==> src/rtl/i2cbc_pkg.sv <==
package i2cbc_pkg;

    typedef enum logic [2:0] {
        ST_IDLE     = 3'd0,
        ST_HOLD     = 3'd1,
        ST_STOP_SCL = 3'd2,
        ST_STOP_SDA = 3'd3,
        ST_REL_SDA  = 3'd4
    } seq_state_t;

    typedef struct packed {
        logic master;
        logic xmit;
        logic busy_req;
        logic pend;
    } ctl_fields_t;

    localparam logic [3:0] NIB_STOP    = 4'b1101;
    localparam logic [3:0] NIB_RELEASE = 4'b0001;
    localparam logic [3:0] NIB_AFTER   = 4'b0001;
    localparam int unsigned FIELD_LSB  = 4;

endpackage

==> src/rtl/i2cbc_line_mon.sv <==
module i2cbc_line_mon (
    input  logic clk,
    input  logic rst_n,
    input  logic scl_in,
    input  logic sda_in,
    output logic scl_q,
    output logic sda_q,
    output logic bus_busy,
    output logic stop_det
);
    logic scl_p, sda_p;
    logic start_det;

    always_ff @(posedge clk or negedge rst_n) begin
        if (!rst_n) begin
            scl_q <= 1'b1;
            sda_q <= 1'b1;
            scl_p <= 1'b1;
            sda_p <= 1'b1;
        end else begin
            scl_q <= scl_in;
            sda_q <= sda_in;
            scl_p <= scl_q;
            sda_p <= sda_q;
        end
    end

    // Conditions: SDA edge while SCL stays high across both samples
    assign start_det = scl_q && scl_p && sda_p && !sda_q;
    assign stop_det  = scl_q && scl_p && !sda_p && sda_q;

    always_ff @(posedge clk or negedge rst_n) begin
        if (!rst_n)         bus_busy <= 1'b0;
        else if (start_det) bus_busy <= 1'b1;
        else if (stop_det)  bus_busy <= 1'b0;
    end

    assert_start_sets_busy_R2: assert property (@(posedge clk) disable iff (!rst_n)
        start_det |=> bus_busy);
    assert_stop_clears_busy_R2: assert property (@(posedge clk) disable iff (!rst_n)
        stop_det |=> !bus_busy);

endmodule

==> src/rtl/i2cbc_setup_tmr.sv <==
module i2cbc_setup_tmr #(
    parameter int unsigned SETUP_CYC = 588
) (
    input  logic clk,
    input  logic rst_n,
    input  logic bus_busy,
    input  logic scl_q,
    input  logic sda_q,
    output logic setup_ok
);
    localparam int unsigned CW = $clog2(SETUP_CYC + 1);
    localparam logic [CW-1:0] LIMIT = CW'(SETUP_CYC);

    logic [CW-1:0] cnt_q;
    logic          free_now;

    assign free_now = !bus_busy && scl_q && sda_q;

    always_ff @(posedge clk or negedge rst_n) begin
        if (!rst_n)             cnt_q <= '0;
        else if (!free_now)     cnt_q <= '0;
        else if (cnt_q != LIMIT) cnt_q <= cnt_q + 1'b1;
    end

    assign setup_ok = (cnt_q == LIMIT);

    assert_setup_drops_R10: assert property (@(posedge clk) disable iff (!rst_n)
        !free_now |=> !setup_ok);
    assert_setup_rise_free_R10: assert property (@(posedge clk) disable iff (!rst_n)
        $rose(setup_ok) |-> $past(free_now));

endmodule

==> src/rtl/i2cbc_seq_fsm.sv <==
module i2cbc_seq_fsm
    import i2cbc_pkg::*;
(
    input  logic        clk,
    input  logic        rst_n,
    input  logic        wr,
    input  logic [3:0]  wnib,
    input  logic        bus_busy,
    input  logic        scl_q,
    input  logic        stop_det,
    output ctl_fields_t fields_q,
    output logic        scl_oe,
    output logic        sda_oe
);
    seq_state_t state_q, state_d;
    ctl_fields_t fields_d;
    logic accept, do_stop, do_rel, do_ignore, do_load;

    assign accept    = wr && (state_q == ST_IDLE || state_q == ST_HOLD);
    assign do_stop   = accept && (wnib == NIB_STOP) && bus_busy;
    assign do_rel    = accept && (wnib == NIB_RELEASE) && fields_q.master;
    assign do_ignore = accept && !wnib[3] && !fields_q.master;
    assign do_load   = accept && !do_stop && !do_rel && !do_ignore;

    // Next-state and field update
    always_comb begin
        state_d  = state_q;
        fields_d = fields_q;
        unique case (state_q)
            ST_IDLE, ST_HOLD: begin
                if (do_stop) begin
                    state_d  = ST_STOP_SCL;
                    fields_d = ctl_fields_t'(wnib);
                end else if (do_rel) begin
                    state_d  = ST_REL_SDA;
                    fields_d = ctl_fields_t'(wnib);
                end else if (do_load) begin
                    state_d  = (wnib[3] && !wnib[0]) ? ST_HOLD : ST_IDLE;
                    fields_d = ctl_fields_t'(wnib);
                end
            end
            ST_STOP_SCL: begin
                if (scl_q) state_d = ST_STOP_SDA;
            end
            ST_STOP_SDA: begin
                if (stop_det) begin
                    state_d  = ST_IDLE;
                    fields_d = ctl_fields_t'(NIB_AFTER);
                end
            end
            ST_REL_SDA: state_d = ST_IDLE;
            default:    state_d = ST_IDLE;
        endcase
    end

    // State register
    always_ff @(posedge clk or negedge rst_n) begin
        if (!rst_n) begin
            state_q  <= ST_IDLE;
            fields_q <= '0;
        end else begin
            state_q  <= state_d;
            fields_q <= fields_d;
        end
    end

    // Outputs: open-drain pull-low enables
    always_comb begin
        scl_oe = 1'b0;
        sda_oe = 1'b0;
        unique case (state_q)
            ST_IDLE:     ;
            ST_HOLD:     begin scl_oe = 1'b1; sda_oe = 1'b1; end
            ST_STOP_SCL: sda_oe = 1'b1;
            ST_STOP_SDA: ;
            ST_REL_SDA:  scl_oe = 1'b1;
            default:     ;
        endcase
    end

    assert_stop_waits_scl_R3: assert property (@(posedge clk) disable iff (!rst_n)
        (state_q == ST_STOP_SCL && !scl_q) |=> (state_q == ST_STOP_SCL));
    assert_stop_done_fields_R4: assert property (@(posedge clk) disable iff (!rst_n)
        (state_q == ST_STOP_SDA && stop_det) |=> (state_q == ST_IDLE && fields_q == ctl_fields_t'(NIB_AFTER)));
    assert_fields_frozen_R5: assert property (@(posedge clk) disable iff (!rst_n)
        ((state_q == ST_STOP_SCL || state_q == ST_STOP_SDA) && !stop_det) |=> $stable(fields_q));
    assert_release_one_cycle_R6: assert property (@(posedge clk) disable iff (!rst_n)
        (state_q == ST_REL_SDA) |=> (state_q == ST_IDLE));
    assert_ignore_mst0_R7: assert property (@(posedge clk) disable iff (!rst_n)
        (wr && !wnib[3] && !fields_q.master && (state_q == ST_IDLE || state_q == ST_HOLD))
        |=> ($stable(fields_q) && $stable(state_q)));

endmodule

==> src/rtl/i2cbc_stop_restart.sv <==
module i2cbc_stop_restart
    import i2cbc_pkg::*;
#(
    parameter int unsigned SETUP_CYC = 588
) (
    input  logic       clk,
    input  logic       rst_n,
    input  logic       ctl_wr,
    input  logic [7:0] ctl_wdata,
    output logic [7:0] ctl_rdata,
    output logic       stat_busy,
    output logic       stat_scl_hi,
    output logic       stat_setup_ok,
    input  logic       scl_in,
    input  logic       sda_in,
    output logic       scl_oe,
    output logic       sda_oe
);
    logic        scl_q, sda_q, stop_det;
    ctl_fields_t fields;

    i2cbc_line_mon mon_i (
        .clk      (clk),
        .rst_n    (rst_n),
        .scl_in   (scl_in),
        .sda_in   (sda_in),
        .scl_q    (scl_q),
        .sda_q    (sda_q),
        .bus_busy (stat_busy),
        .stop_det (stop_det)
    );

    i2cbc_setup_tmr #(.SETUP_CYC(SETUP_CYC)) tmr_i (
        .clk      (clk),
        .rst_n    (rst_n),
        .bus_busy (stat_busy),
        .scl_q    (scl_q),
        .sda_q    (sda_q),
        .setup_ok (stat_setup_ok)
    );

    i2cbc_seq_fsm fsm_i (
        .clk      (clk),
        .rst_n    (rst_n),
        .wr       (ctl_wr),
        .wnib     (ctl_wdata[FIELD_LSB +: 4]),
        .bus_busy (stat_busy),
        .scl_q    (scl_q),
        .stop_det (stop_det),
        .fields_q (fields),
        .scl_oe   (scl_oe),
        .sda_oe   (sda_oe)
    );

    assign ctl_rdata   = {fields, 4'b0000};
    assign stat_scl_hi = scl_q;

    assert_rdata_low_zero_R1: assert property (@(posedge clk) disable iff (!rst_n)
        ctl_rdata[3:0] == 4'b0000);

endmodule

==> config.mk <==
export PLATFORM = sky130hd
export DESIGN_NAME = i2cbc_stop_restart
export DESIGN_NICKNAME = d
export VERILOG_FILES = /design/src/rtl/i2cbc_pkg.sv /design/src/rtl/i2cbc_line_mon.sv /design/src/rtl/i2cbc_setup_tmr.sv /design/src/rtl/i2cbc_seq_fsm.sv /design/src/rtl/i2cbc_stop_restart.sv
export SDC_FILE = /design/constraint.sdc
export NUM_CORES = 1
export LEC_CHECK = 0
export ABC_CLOCK_PERIOD_IN_PS = 2700
export BUFFER_PORTS_ARGS = -buffer_cell sky130_fd_sc_hd__buf_2
export CORE_MARGIN = 1
export CORE_UTILIZATION = 53
export DETAILED_ROUTE_END_ITERATION = 10
export GPL_TIMING_DRIVEN = 0
export PLACE_DENSITY = 0.8
export SYNTH_ARGS = -nofsm -noshare
export SYNTH_HDL_FRONTEND = slang
export SYNTH_HIERARCHICAL = 1
export SYNTH_SLANG_ARGS = --single-unit
==> constraint.sdc <==
create_clock -name clk -period 2.7 [get_ports clk]
set_input_delay 0.81 -clock clk [delete_from_list [all_inputs] [get_ports clk]]
set_output_delay 0.81 -clock clk [all_outputs]
set_load 0.02 [all_outputs]
# Word-level counts from Yosys, hierarchy flattened
# Index checks and enable logic that the tools add are counted.
totals:
  register_bits: 22
  inputBits: 13
op_classes:
  add_sub_neg: 1
  n_eq_ne: 12
  n_mux: 18
  n_reduce_logical: 36
ops:
  columns: ["op", "count"]
  rows:
  - ["$mux W10", 2]
  - ["$logic_and A1 B1 Y1", 18]
  - ["$mux W4", 4]
  - ["$mux W3", 5]
  - ["$add A10 B1 Y10 const B", 1]
  - ["$eq A10 B10 Y1 const B", 1]
  - ["$ne A10 B10 Y1 const B", 1]
  - ["$logic_not A1 Y1", 9]
  - ["$pmux W3 S3", 1]
  - ["$pmux W4 S2", 1]
  - ["$eq A3 B2 Y1 const B", 2]
  - ["$reduce_and A3 Y1", 2]
  - ["$reduce_or A2 Y1", 3]
  - ["$mux W1", 5]
  - ["$eq A4 B1 Y1 const B", 1]
  - ["$eq A4 B4 Y1 const B", 1]
  - ["$ne A2 B2 Y1 const B", 2]
  - ["$ne A4 B1 Y1 const B", 1]
  - ["$reduce_bool A2 Y1", 2]
  - ["$eq A3 B1 Y1 const B", 1]
  - ["$eq A3 B3 Y1 const B", 1]
  - ["$logic_not A3 Y1", 1]
  - ["$ne A2 B1 Y1 const B", 1]
  - ["$logic_or A1 B1 Y1", 1]

# Longest topological paths before layout
# Gate-level depths: netlist of the first run.
depth:
  ltp_word: 13
  depth_mapped: 6

# Modules after synthesis
# Netlist of the first run, hierarchy kept.
modules_own_cells:
  columns: ["module", "instances", "cells_per_inst", "area_each_um2", "seq_area_each_um2"]
  rows:
  - ["i2cbc_setup_tmr", 1, 62, 589.3, 250.2]
  - ["i2cbc_seq_fsm", 1, 39, 409.1, 175.2]
  - ["i2cbc_line_mon", 1, 9, 162.7, 130.1]
  - ["i2cbc_stop_restart", 1, 5, 33.8, 0.0]

# Worst setup path before layout of the first run
# No wires, ideal clock.
synth_timing:
  path_type: "register to output"
  startpoint: "register tmr_i.cnt_q[0]"
  endpoint: "output stat_setup_ok"
  arrival_ps: 1346
  path_slack_ps: 544
  path_stages_with_launch: 6
  cell_sequence: "dfrtp_1 -> inv_1 -> ha_1 -> nor4bb_2 -> and3_1 -> buf_4"
synth_via:
  elab_chain_len: 1
synth_lines:
  columns: ["item", "line_no", "source"]
  rows:
  - ["start, declared", "i2cbc_setup_tmr.sv:14", "logic [CW-1:0] cnt_q;"]
  - ["start signal, assigned", "i2cbc_setup_tmr.sv:22", "else if (cnt_q != LIMIT) cnt_q <= cnt_q + 1'b1;"]
  - ["$eq A10 B10 Y1", "i2cbc_setup_tmr.sv:25", "assign setup_ok = (cnt_q == LIMIT);"]
  - ["end, declared", "i2cbc_stop_restart.sv:13", "output logic stat_setup_ok,"]
# Every way passes these cells.

# Worst setup path after layout of the first run
layout_timing:
  startpoint: "register tmr_i.cnt_q[1]"
  endpoint: "output stat_setup_ok"
# Same word-level chain as after synthesis.

==> results of run 1 <==
## flip-flops by register name, indices dropped and copies added (netlist names)
register / count
fsm_i/state_q: 3
mon_i/scl_p: 1
mon_i/bus_busy: 1
mon_i/scl_q: 1
mon_i/sda_p: 1
tmr_i/cnt_q: 10
mon_i/sda_q: 1
fsm_i/fields_q: 4
## Yosys cell counts, drive strengths merged
library cell,number
a211o,1
a211oi,2
a21oi,7
a31oi,4
and2,1
and3,1
and4b,1
buf,8
clkbuf,1
conb,1
dfrtp,18
dfstp,4
ha,2
inv,7
mux2,3
mux2i,4
nand2,7
nand2b,2
nand3,4
nand3b,2
nand4,3
nand4b,1
nor2,8
nor2b,1
nor3,3
nor3b,1
nor4b,1
nor4bb,1
o211a,1
o21ai,5
o31ai,2
or3,3
or4,2
or4b,1
xnor2,2
## placed cells by master, fill, tap and decap left out, drive strengths merged
master | netlist | routed
or3 | 3 | 3
nand3b | 2 | 2
inv | 7 | 7
o31ai | 2 | 2
o211a | 1 | 1
nand2b | 2 | 2
or4b | 1 | 1
and2 | 1 | 1
mux2 | 3 | 3
nor2b | 1 | 1
conb | 1 | 4
mux2i | 4 | 4
ha | 2 | 2
nor4b | 1 | 1
and4b | 1 | 1
and3 | 1 | 1
clkbuf | 1 | 5
a211oi | 2 | 2
a21oi | 7 | 7
nor2 | 8 | 8
nand4b | 1 | 1
nand2 | 7 | 7
nor3b | 1 | 1
or4 | 2 | 2
a31oi | 4 | 4
buf | 8 | 28
dfrtp | 18 | 18
o21ai | 5 | 5
dfstp | 4 | 4
nor4bb | 1 | 1
a211o | 1 | 1
nand4 | 3 | 3
nor3 | 3 | 3
xnor2 | 2 | 2
nand3 | 4 | 4
## layout make-up
class | instances | area [µm²] | share of cell area
clock buffers | 4 | 36.3 | 0.0260
inverters | 7 | 26.3 | 0.0188
plain buffers | 9 | 68.8 | 0.0493
multi-input cells | 80 | 564 | 0.404
flip-flops and latches | 22 | 558 | 0.400
repair buffers | 20 | 108 | 0.0771
well taps | 27 | 33.8 | 0.0242
## stage by stage
step,total power [W],util,hold slack (ps),cell area [µm²],std cells
global route,0.000957,0.683,397,1400,169
finish,0.000908,0.683,392,1400,169
detailed placement,0.000732,0.649,374,1330,162
floorplan,0.000636,-,363,1210,118
CTS,0.000915,0.672,392,1370,166
global placement,0.000718,0.649,367,1330,162
## power groups by stage
stage               Sequential, W  Combinational [W]  Clock, W
global placement         0.000412           0.000305         0
CTS                      0.000409           0.000318  0.000189
floorplan                0.000453           0.000183         0
global route             0.000413           0.000342  0.000202
finish                   0.000408           0.000318  0.000182
detailed placement       0.000415           0.000316         0
## worst paths after layout
| check | endpoint | cells after the start |
|---|---|---|
| worst max-delay path | stat_setup_ok | 6 |
| worst min-delay path | mon_i/sda_p | 0 |
| worst max register to register | tmr_i/cnt_q[1] | 6 |
| worst min register to register | mon_i/sda_p | 0 |
| max in group asynchronous | mon_i/sda_q | 1 |
| min in group asynchronous | tmr_i/cnt_q[2] | 1 |
## worst max-delay path, stage by stage, from the launching register on
cell	delay (ps)
dfrtp_2	480
inv_1	90
ha_1	150
nor4bb_4	260
and3_1	220
buf_4	130
buf_2	160
## routing by layer
metal | track usage | wire [µm] | vias up
met4 | 0.0714 | 29 | 0
met1 | 0.290 | 1070 | 448
met5 | 0 | 0 | -
met2 | 0.315 | 1100 | 23
li1 | - | - | 459
met3 | 0.0370 | 77 | 4
## kinds of logic after synthesis
kind of cell    after synthesis  share of synthesized area
fa+ha+maj                     2                     0.0209
flops                        22                      0.465
compound gates               22                      0.116
mux                           7                     0.0618
xor+xnor                      2                     0.0147
other cells                   1                    0.00314
buf+inv                      16                     0.0796
simple gates                 43                      0.239
## repair_timing
item | 4_1_cts | 5_1_grt
setup buffers | 0 | 3
endpoints found under the setup margin | 1 | 1
gates resized for setup | 2 | 1
pin swaps | 1 | 0
==> results.md, run 1 <==
* Final worst path period need at 2600 ps
* PwrDens at approximately 650 nW/µm²
* Full die area at approximately 2400 µm²
* Drt pass-1 iters at 4
* Sequential-to-total area share from yosys stat at 0.465
* Static Leak at 0.633 nW
* Setup crit end kind: output pin
* CTS clk-pin slew, worst paths at 120 ps
* Starting Density at 0.585
* Dpl ws at around 230 ps
* Net Sw Frac at 0.347
* # clock sinks at 22
* Num CTS Buffers at 3
* Startpoint Class: register
* RSZ-0062 raised after global routing: no
* DRT antenna net count at 0
* DRC viols at 0
* Number of max-cap violations at 0
* Antenna violations before repair at 0
* Avg WL per Cell at 13.4 µm
* Reg power frac at 0.449
* Post-route setup TNS at 0 ps
* # port buffers at 17
* DR vias/cell at 5.53
* Deepest clock path buffer count at 2
* Max Slew Vio Count at 0
* Fmax achieved at 384 MHz
* Final Hold Vio Count at 0
* Setup slack, reg-to-reg at between 900 and 1000 ps
* Synth area leader: dfrtp_1
* Syn Area/Cell at 10.4 µm²
* Largest cells by area after synthesis: dfrtp_1 (38%), dfstp_2 (8.8%), mux2i_1 (3.4%)
* Clk pwr share at 0.200
* First-pass GRT wire length at between 3000 and 4000 µm
* Internal power at 0.000593 W
* Worst IR Drop VDD at 0.000602 V
* Fillcell total at between 150 and 200
* Top cell type's share of synthesized area at 0.377
* Grt ovf at 0
* I/O pin count at 26
* Hold-fix buffers at CTS at 0
* DR vias at 934
* Synth Cell Area at about 1200 µm²
* Combinational share of power at 0.350
* Setup violators final at 0
* CP max FO at 7
* Critical Path RT at 1890 ps
* Vias in the first global route at 835
* Hold path start: mon_i/sda_q
* CTS tree: built
* Share of layout cells above drive strength 1 at 0.331
* Synth Instances at 115
* Gr usage total at 0.205
* Distinct cells, synth at 42
* Row cnt at 16
* #FFs+latches synth at 22
* Die H at 49.5 µm
* Die Wd at slightly below 50 µm
* Setup Crit Path Kind: register to output pin
* Min-delay worst type: register to register
* Outcome: complete, no violations
* Root buffer cell: clkbuf_4
* Ys Warns at 6
* Total net switching power at 0.000315 W
* Final Wtd Congestion at 0.847
* Crit path DAT at 1790 ps
* WL final at 2270 µm
* Largest net degree at the start of global routing at 23
* Reg-to-Reg Start: tmr_i/cnt_q[1]
* N_diodes at 0
* Iter 0 DRT Violations at 24
* Core area at 2040 µm²
* Worst Slack Setup Final at 95.9 ps
* Critical Path Start: tmr_i/cnt_q[1]
* Clock latency on the worst-skew pair at 300 ps
* CTS HTree Levels at 1
* Area Overhead vs Synth at 16.8%
* Final-stage net count at 158
* Tcrit/Tclk final at 0.964
* Final HPWL DP at 1610 µm
* Fin Clk Skew at 1.74 ps
Note: power is estimated with default switching activity, not from simulation.
==> run 2: changes to the inputs <==
Settings changed: CELL_PAD_IN_SITES_DETAIL_PLACEMENT from default to 0, CELL_PAD_IN_SITES_GLOBAL_PLACEMENT from default to 2, CORE_ASPECT_RATIO from default to 0.5, CORE_UTILIZATION 53 to 33, PLACE_DENSITY 0.8 to 0.79.
==> run 2 against run 1 <==
Compared with the run above: global-route usage decreased by 7.7 points; sequential cell count is the same; largest cell class unchanged; largest power group unchanged; sequential share of layout area is 1.2 points lower.
==> results.md, run 2 (same netlist as run 1, synthesis figures left out) <==
* CP cell instances: inv_1 > ha_1 > nor4bb_4 > and3_1 > buf_4 > buf_2 (unchanged)
* Hold-fix buffers at CTS at 0 (unchanged)
* Delay-heaviest family, CP: simple AND/OR/NAND/NOR gates (was flip-flops)
* Critical Path RT at 1890 ps (about the same)
* # port buffers at 17 (unchanged)
* DR vias at 882 (was 934)
* Outcome: complete, no violations (unchanged)
* Crit path buf inv count at 3 (unchanged)
* Tcrit/Tclk final at 0.949 (was 0.964)
* Row cnt at 15 (was 16)
* Full die area at 3880 µm² (was 2450 µm²)
* DRT antenna net count at 0 (unchanged)
* Final cell count without fillers at 190 (was 169)
* CP max FO at 8 (was 7)
* Final-stage net count at 155 (was 158)
* Largest register FFs at 10 (unchanged)
* DR vias/cell at 4.64 (was 5.53)
* Number of max-cap violations at 0 (unchanged)
* Setup crit end kind: output pin (unchanged)
* Setup violators final at 0 (unchanged)
* Grt ovf at 0 (unchanged)
* Relative slew slack at 0.663
* Drt pass-1 iters at 4 (unchanged)
* Slowest stage cell, crit path: dfrtp_2 (unchanged)
* N_diodes at 0 (unchanged)
* CP peak stage delay at 470 ps (was 480 ps)
* Worst IR Drop VDD at 0.000180 V (was 0.000602 V)
* Die H at 44.6 µm (was 49.5 µm)
* Post-route setup TNS at 0 ps (unchanged)
* Num CTS Buffers at 3 (unchanged)
* DRC viols at 0 (unchanged)
* Most common cell after layout, fill and taps aside: buf_2 (unchanged)
* CTS HTree Levels at 1 (unchanged)
* Max Slew Vio Count at 0 (unchanged)
* Startpoint Class: register (unchanged)
* Clock latency on the worst-skew pair at 260 ps (was 300 ps)
* Final Hold Vio Count at 0 (unchanged)
* Avg WL per Cell at 11.9 µm (was 13.4 µm)
* Deepest clock path buffer count at 2 (unchanged)
* # clock sinks at 22 (unchanged)
* Final Wtd Congestion at 0.713 (was 0.847)
* Worst-Margin Slew at 505 ps
* Area Overhead vs Synth at 20.3% (was 16.8%)
* Setup Crit Path Kind: register to output pin (unchanged)
* Placed Cells at 186 (was 162)
* Biggest regs: tmr_i/cnt_q: 10 flops, fsm_i/fields_q: 4 flops, fsm_i/state_q: 3 flops (unchanged)
* PwrDens at 717 nW/µm² (was 651 nW/µm²)
* First-pass GRT wire length at 3730 µm (was 3830 µm)
* Starting Density at 0.346 (was 0.585)
* Crit path DAT at 1750 ps (was 1790 ps)
* Die Wd at 87.1 µm (was 49.5 µm)
* WL final at 2260 µm (was 2270 µm)
* Most flop-heavy register: tmr_i/cnt_q (unchanged)
* Final HPWL DP at 1590 µm (was 1610 µm)
* CTS tree: built (unchanged)
* Min-delay worst type: register to register (unchanged)
* I/O pin count at 26 (unchanged)
* Gr usage total at 0.128 (was 0.205)
* Fin Clk Skew at 4.89 ps (was 1.74 ps)
* Largest net degree at the start of global routing at 23 (unchanged)
* Fmax achieved at 390 MHz (was 384 MHz)
* CTS clk-pin slew, worst paths at 90 ps (was 120 ps)
* Share of layout cells above drive strength 1 at 0.317 (was 0.331)
* Iter 0 DRT Violations at 25 (was 24)
* Final worst path period need at 2560 ps (was 2600 ps)
* Core area at 3450 µm² (was 2040 µm²)
* Vias in the first global route at 801 (was 835)
* Antenna violations before repair at 0 (unchanged)
* Most frequent cells in the layout: buf_2 (18), dfrtp_1 (16), nor2_1 (8) (was buf_2 (18), dfrtp_1 (16), buf_4 (8), nor2_1 (8))
* RSZ-0062 raised after global routing: no (unchanged)
* Static Leak at 0.631 nW (was 0.633 nW)
* Root buffer cell: clkbuf_8 (was clkbuf_4)
[run 2: worst paths after layout]
| kind | start | slack [ps] | end | cells after the start |
|---|---|---|---|---|
| min in group asynchronous | rst_n | 500 | mon_i/bus_busy | 1 |
| worst max-delay path | tmr_i/cnt_q[0] | 140 | stat_setup_ok | 6 |
| worst min register to register | mon_i/sda_q | 380 | mon_i/sda_p | 0 |
| worst max register to register | tmr_i/cnt_q[0] | 940 | tmr_i/cnt_q[1] | 6 |
| max in group asynchronous | rst_n | 1830 | tmr_i/cnt_q[1] | 1 |
| worst min-delay path | mon_i/sda_q | 380 | mon_i/sda_p | 0 |
[run 2: cell type report]
| cell class | count | area, µm² |
|---|---|---|
| Clock inverter | 1 | 30.0 |
| Multi-Input combinational cell | 80 | 564 |
| Sequential cell | 22 | 558 |
| Inverter | 7 | 26.3 |
| Fill cell | 350 | 2020 |
| Clock buffer | 3 | 41.3 |
| Buffer | 9 | 68.8 |
| Timing Repair Buffer | 17 | 85.1 |
| Tap cell | 51 | 63.8 |
[run 2: through the flow]
| step | hold slack, ps | power, W | instance area (µm²) | utilization | setup slack [ps] |
|---|---|---|---|---|---|
| detailed placement | 373 | 0.000729 | 1360 | 0.392 | 235 |
| global placement | 371 | 0.000725 | 1360 | 0.392 | 205 |
| floorplan | 363 | 0.000636 | 1210 | - | 544 |
| finish | 385 | 0.00103 | 1440 | 0.416 | 136 |
| CTS | 387 | 0.00105 | 1440 | 0.416 | 9.43 |
| global route | 396 | 0.00109 | 1440 | 0.416 | 30.3 |
[run 2: power by group]
group | internal, W | total [W] | leakage (nW) | switching [W]
Sequential | 0.000380 | 0.000411 | 0.277 | 0.0000308
Combinational | 0.000130 | 0.000309 | 0.318 | 0.000179
Clock | 0.000198 | 0.000311 | 0.0357 | 0.000113
[run 2: routing by layer]
| metal | share of wire | global-route usage | routed length (µm) |
|---|---|---|---|
| met1 | 0.49 | 0.159 | 1100 |
| met2 | 0.48 | 0.228 | 1090 |
| met3 | 0.032 | 0.0392 | 72 |
| met4 | 0 | 0.0197 | 0 |
| met5 | 0 | 0 | 0 |
[run 2: timing repair]
item / CTS / global route
setup endpoints to repair: 1 / 1
buffers inserted: 0 / 0
pin swaps: 0 / 1
resized for setup: 1 / 2
==> run 3: changes to the inputs <==
Settings changed: ABC_AREA from default to 1, CORE_UTILIZATION 33 to 31, PLACE_DENSITY 0.79 to 0.8.
==> run 3 against run 2 <==
Compared with the run above: sequential share of layout area shrank 2.9 points; register-to-register slack improved by 300 ps; maximum frequency grew 9.1%; synthesized area increased by 9.6%; sequential power about the same; global-route usage is 0.61 points lower; clock-buffer cell count stayed put; wire length rose by 9.5%; via count is 17% higher.
==> results.md, run 3 <==
* Fillcell total at 415 (was 350)
* Critical Path Start: tmr_i/cnt_q[0] (unchanged)
* Grt ovf at 0 (unchanged)
* Synth Instances at 165 (was 115)
* Setup slack, reg-to-reg at 1240 ps (was 940 ps)
* Die Wd at 93.9 µm (was 87.1 µm)
* CTS clk-pin slew, worst paths at 90 ps (about the same)
* Syn Area/Cell at 7.94 µm² (was 10.4 µm²)
* Most frequent cells in the layout: nand2_1 (44), inv_1 (21), dfrtp_1 (18) (was buf_2 (18), dfrtp_1 (16), nor2_1 (8))
* Most common cell after layout, fill and taps aside: nand2_1 (was buf_2)
* First-pass GRT wire length at 4020 µm (was 3730 µm)
* Hold Crit Depth at 0 (unchanged)
* Multi-input logic area at 646 µm² (was 564 µm²)
* Post-CTS setup buffers at 0 (unchanged)
* Startpoint Class: register (unchanged)
* Min-delay worst type: register to register (unchanged)
* DRT antenna net count at 0 (unchanged)
* DRC viols at 0 (unchanged)
* Setup crit end kind: output pin (unchanged)
* Outcome: complete, no violations (unchanged)
* # port buffers at 17 (unchanged)
* DR vias at 1036 (was 882)
* Tcrit/Tclk final at 0.870 (was 0.949)
* Synth area leader: dfrtp_1 (unchanged)
* Final Hold Vio Count at 0 (unchanged)
* Die H at 48.0 µm (was 44.6 µm)
* Reg2reg end: fsm_i/fields_q[3] (was tmr_i/cnt_q[1])
* Largest cells by area after synthesis: dfrtp_1 (34%), nand2_1 (13%), dfstp_2 (8.0%) (was dfrtp_1 (38%), dfstp_2 (8.8%), mux2i_1 (3.4%))
* Drt pass-1 iters at 2 (was 4)
* Core area at 3980 µm² (was 3450 µm²)
* Deepest clock path buffer count at 2 (unchanged)
* Largest net degree at the start of global routing at 23 (unchanged)
* Most frequent cells after synthesis: nand2_1 (44), inv_1 (21), dfrtp_1 (18) (was dfrtp_1 (18), nor2_1 (8), a21oi_1 (7), inv_1 (7), nand2_1 (7))
* Vias in the first global route at 861 (was 801)
* Avg WL per Cell at 10.2 µm (was 11.9 µm)
* Top FF cell, synth: dfrtp_1 (unchanged)
* Area Overhead vs Synth at 18.0% (was 20.3%)
* PwrDens at 672 nW/µm² (was 717 nW/µm²)
* Relative slew slack at 0.656 (was 0.663)
* Cts repair resizes at 0 (was 1)
* RSZ-0062 raised after global routing: no (unchanged)
* Sequential-to-total area share from yosys stat at 0.424 (was 0.465)
* Synth Cell Area at 1310 µm² (was 1190 µm²)
* CTS HTree Levels at 1 (unchanged)
* DR vias/cell at 4.26 (was 4.64)
* Reg area at 556 µm² (was 558 µm²)
* R2R depth at 7 (was 6)
* Worst-Margin Slew at 517 ps (was 505 ps)
* Row cnt at 16 (was 15)
* Gr usage total at 0.122 (was 0.128)
* Max Slew Vio Count at 0 (unchanged)
* Worst Slack Setup Final at 350 ps (was 136 ps)
* Post-synth EDFFs at 0 (unchanged)
* Largest register FFs at 10 (unchanged)
* Iter 0 DRT Violations at 2 (was 25)
* Final Wtd Congestion at 0.733 (was 0.713)
* Crit path DAT at 1540 ps (was 1750 ps)
* Post-route setup TNS at 0 ps (unchanged)
* Setup violators final at 0 (unchanged)
* Setup Crit Path Kind: register to output pin (unchanged)
* CTS tree: built (unchanged)
* Power Total at 0.00104 W (was 0.00103 W)
* Fin Clk Skew at 3.36 ps (was 4.89 ps)
* Starting Density at 0.329 (was 0.346)
* Full die area at 4510 µm² (was 3880 µm²)
* Ys async rst share at 1.00 (unchanged)
* Final HPWL DP at 1890 µm (was 1590 µm)
* Distinct cells, synth at 26 (was 42)
* Most flop-heavy register: tmr_i/cnt_q (unchanged)
* Ys Warns at 6 (unchanged)
* Hold path start: mon_i/sda_q (unchanged)
* Worst IR Drop VDD at 0.000363 V (was 0.000180 V)
* WL final at 2480 µm (was 2260 µm)
* Worst Hold End: mon_i/sda_p (unchanged)
* Static Leak at 0.793 nW (was 0.631 nW)
* Dpl ws at 647 ps (was 235 ps)
* Clock latency on the worst-skew pair at 260 ps (about the same)
* Reg-to-Reg Start: mon_i/scl_q (was tmr_i/cnt_q[0])
* Hold-fix buffers at CTS at 0 (unchanged)
* N_diodes at 0 (unchanged)
* Biggest regs: tmr_i/cnt_q: 10 flops, fsm_i/fields_q: 4 flops, fsm_i/state_q: 3 flops (unchanged)
* Worst hold margin at 389 ps (was 385 ps)
* Fmax achieved at 425 MHz (was 390 MHz)
* Share of layout cells above drive strength 1 at 0.307 (was 0.317)
* I/O pin count at 26 (unchanged)
* #FFs+latches synth at 22 (unchanged)
* Num CTS Buffers at 3 (unchanged)
* Final worst path period need at 2350 ps (was 2560 ps)
* Antenna violations before repair at 0 (unchanged)
* Root buffer cell: clkbuf_8 (unchanged)
* Critical Path RT at 1890 ps (about the same)
* CP max FO at 5 (was 8)
* # clock sinks at 22 (unchanged)
* Final-stage net count at 205 (was 155)
* Number of max-cap violations at 0 (unchanged)
* Cell with the most instances after synthesis: nand2_1 (was dfrtp_1)
* Top cell type's share of synthesized area at 0.344 (was 0.377)
==> run 3: area by class of cell <==
type | instances | share of cell area
sequential | 22 | 0.360
multi-input combinational | 118 | 0.418
clock buffer | 3 | 0.0267
tap | 54 | 0.0437
timing repair buffer | 17 | 0.0551
buffer | 4 | 0.0194
clock inverter | 1 | 0.0194
inverter | 24 | 0.0583
==> run 3: logic make-up after synthesis <==
group / share of synthesized area
simple gates: 0.424
buf+inv: 0.0917
flops: 0.424
compound gates: 0.0181
xor+xnor: 0.0201
fa+ha+maj: 0.0191
other cells: 0.00286
==> run 3: report_power, final <==
| part | internal (W) | switching [W] |
|---|---|---|
| clock | 0.000198 | 0.000114 |
| sequential | 0.000376 | 0.0000373 |
| combinational | 0.000110 | 0.000204 |
| total | 0.000684 | 0.000355 |
==> run 3: worst max-delay path by stage <==
stage | endpoint | cells past startpoint
global placement | stat_setup_ok | 7
CTS | stat_setup_ok | 7
floorplan | stat_setup_ok | 6
global route | stat_setup_ok | 7
detailed placement | stat_setup_ok | 7
finish | stat_setup_ok | 7
==> run 3: routing by layer <==
| layer | GRT usage | share of wire | vias up |
|---|---|---|---|
| met5 | 0 | 0 | - |
| met4 | 0.0369 | 0.0077 | 0 |
| met3 | 0.0397 | 0.040 | 2 |
| met2 | 0.207 | 0.44 | 16 |
| met1 | 0.153 | 0.51 | 468 |
| li1 | - | - | 550 |
==> run 3: worst max-delay path, cell delays in order, from the launching register on <==
cell	delay (ps)
dfrtp_1	430
inv_1	100
ha_1	180
nand2_1	60
nor2_1	110
nand4_2	160
inv_1	80
buf_2	160
==> run 3: per-stage QoR <==
stage	instance area, µm²	util	std cells
after floorplan	1320	-	168
after global placement	1470	0.370	239
after detailed placement	1470	0.370	239
after CTS	1550	0.388	243
after global routing	1550	0.388	243
final	1550	0.388	243
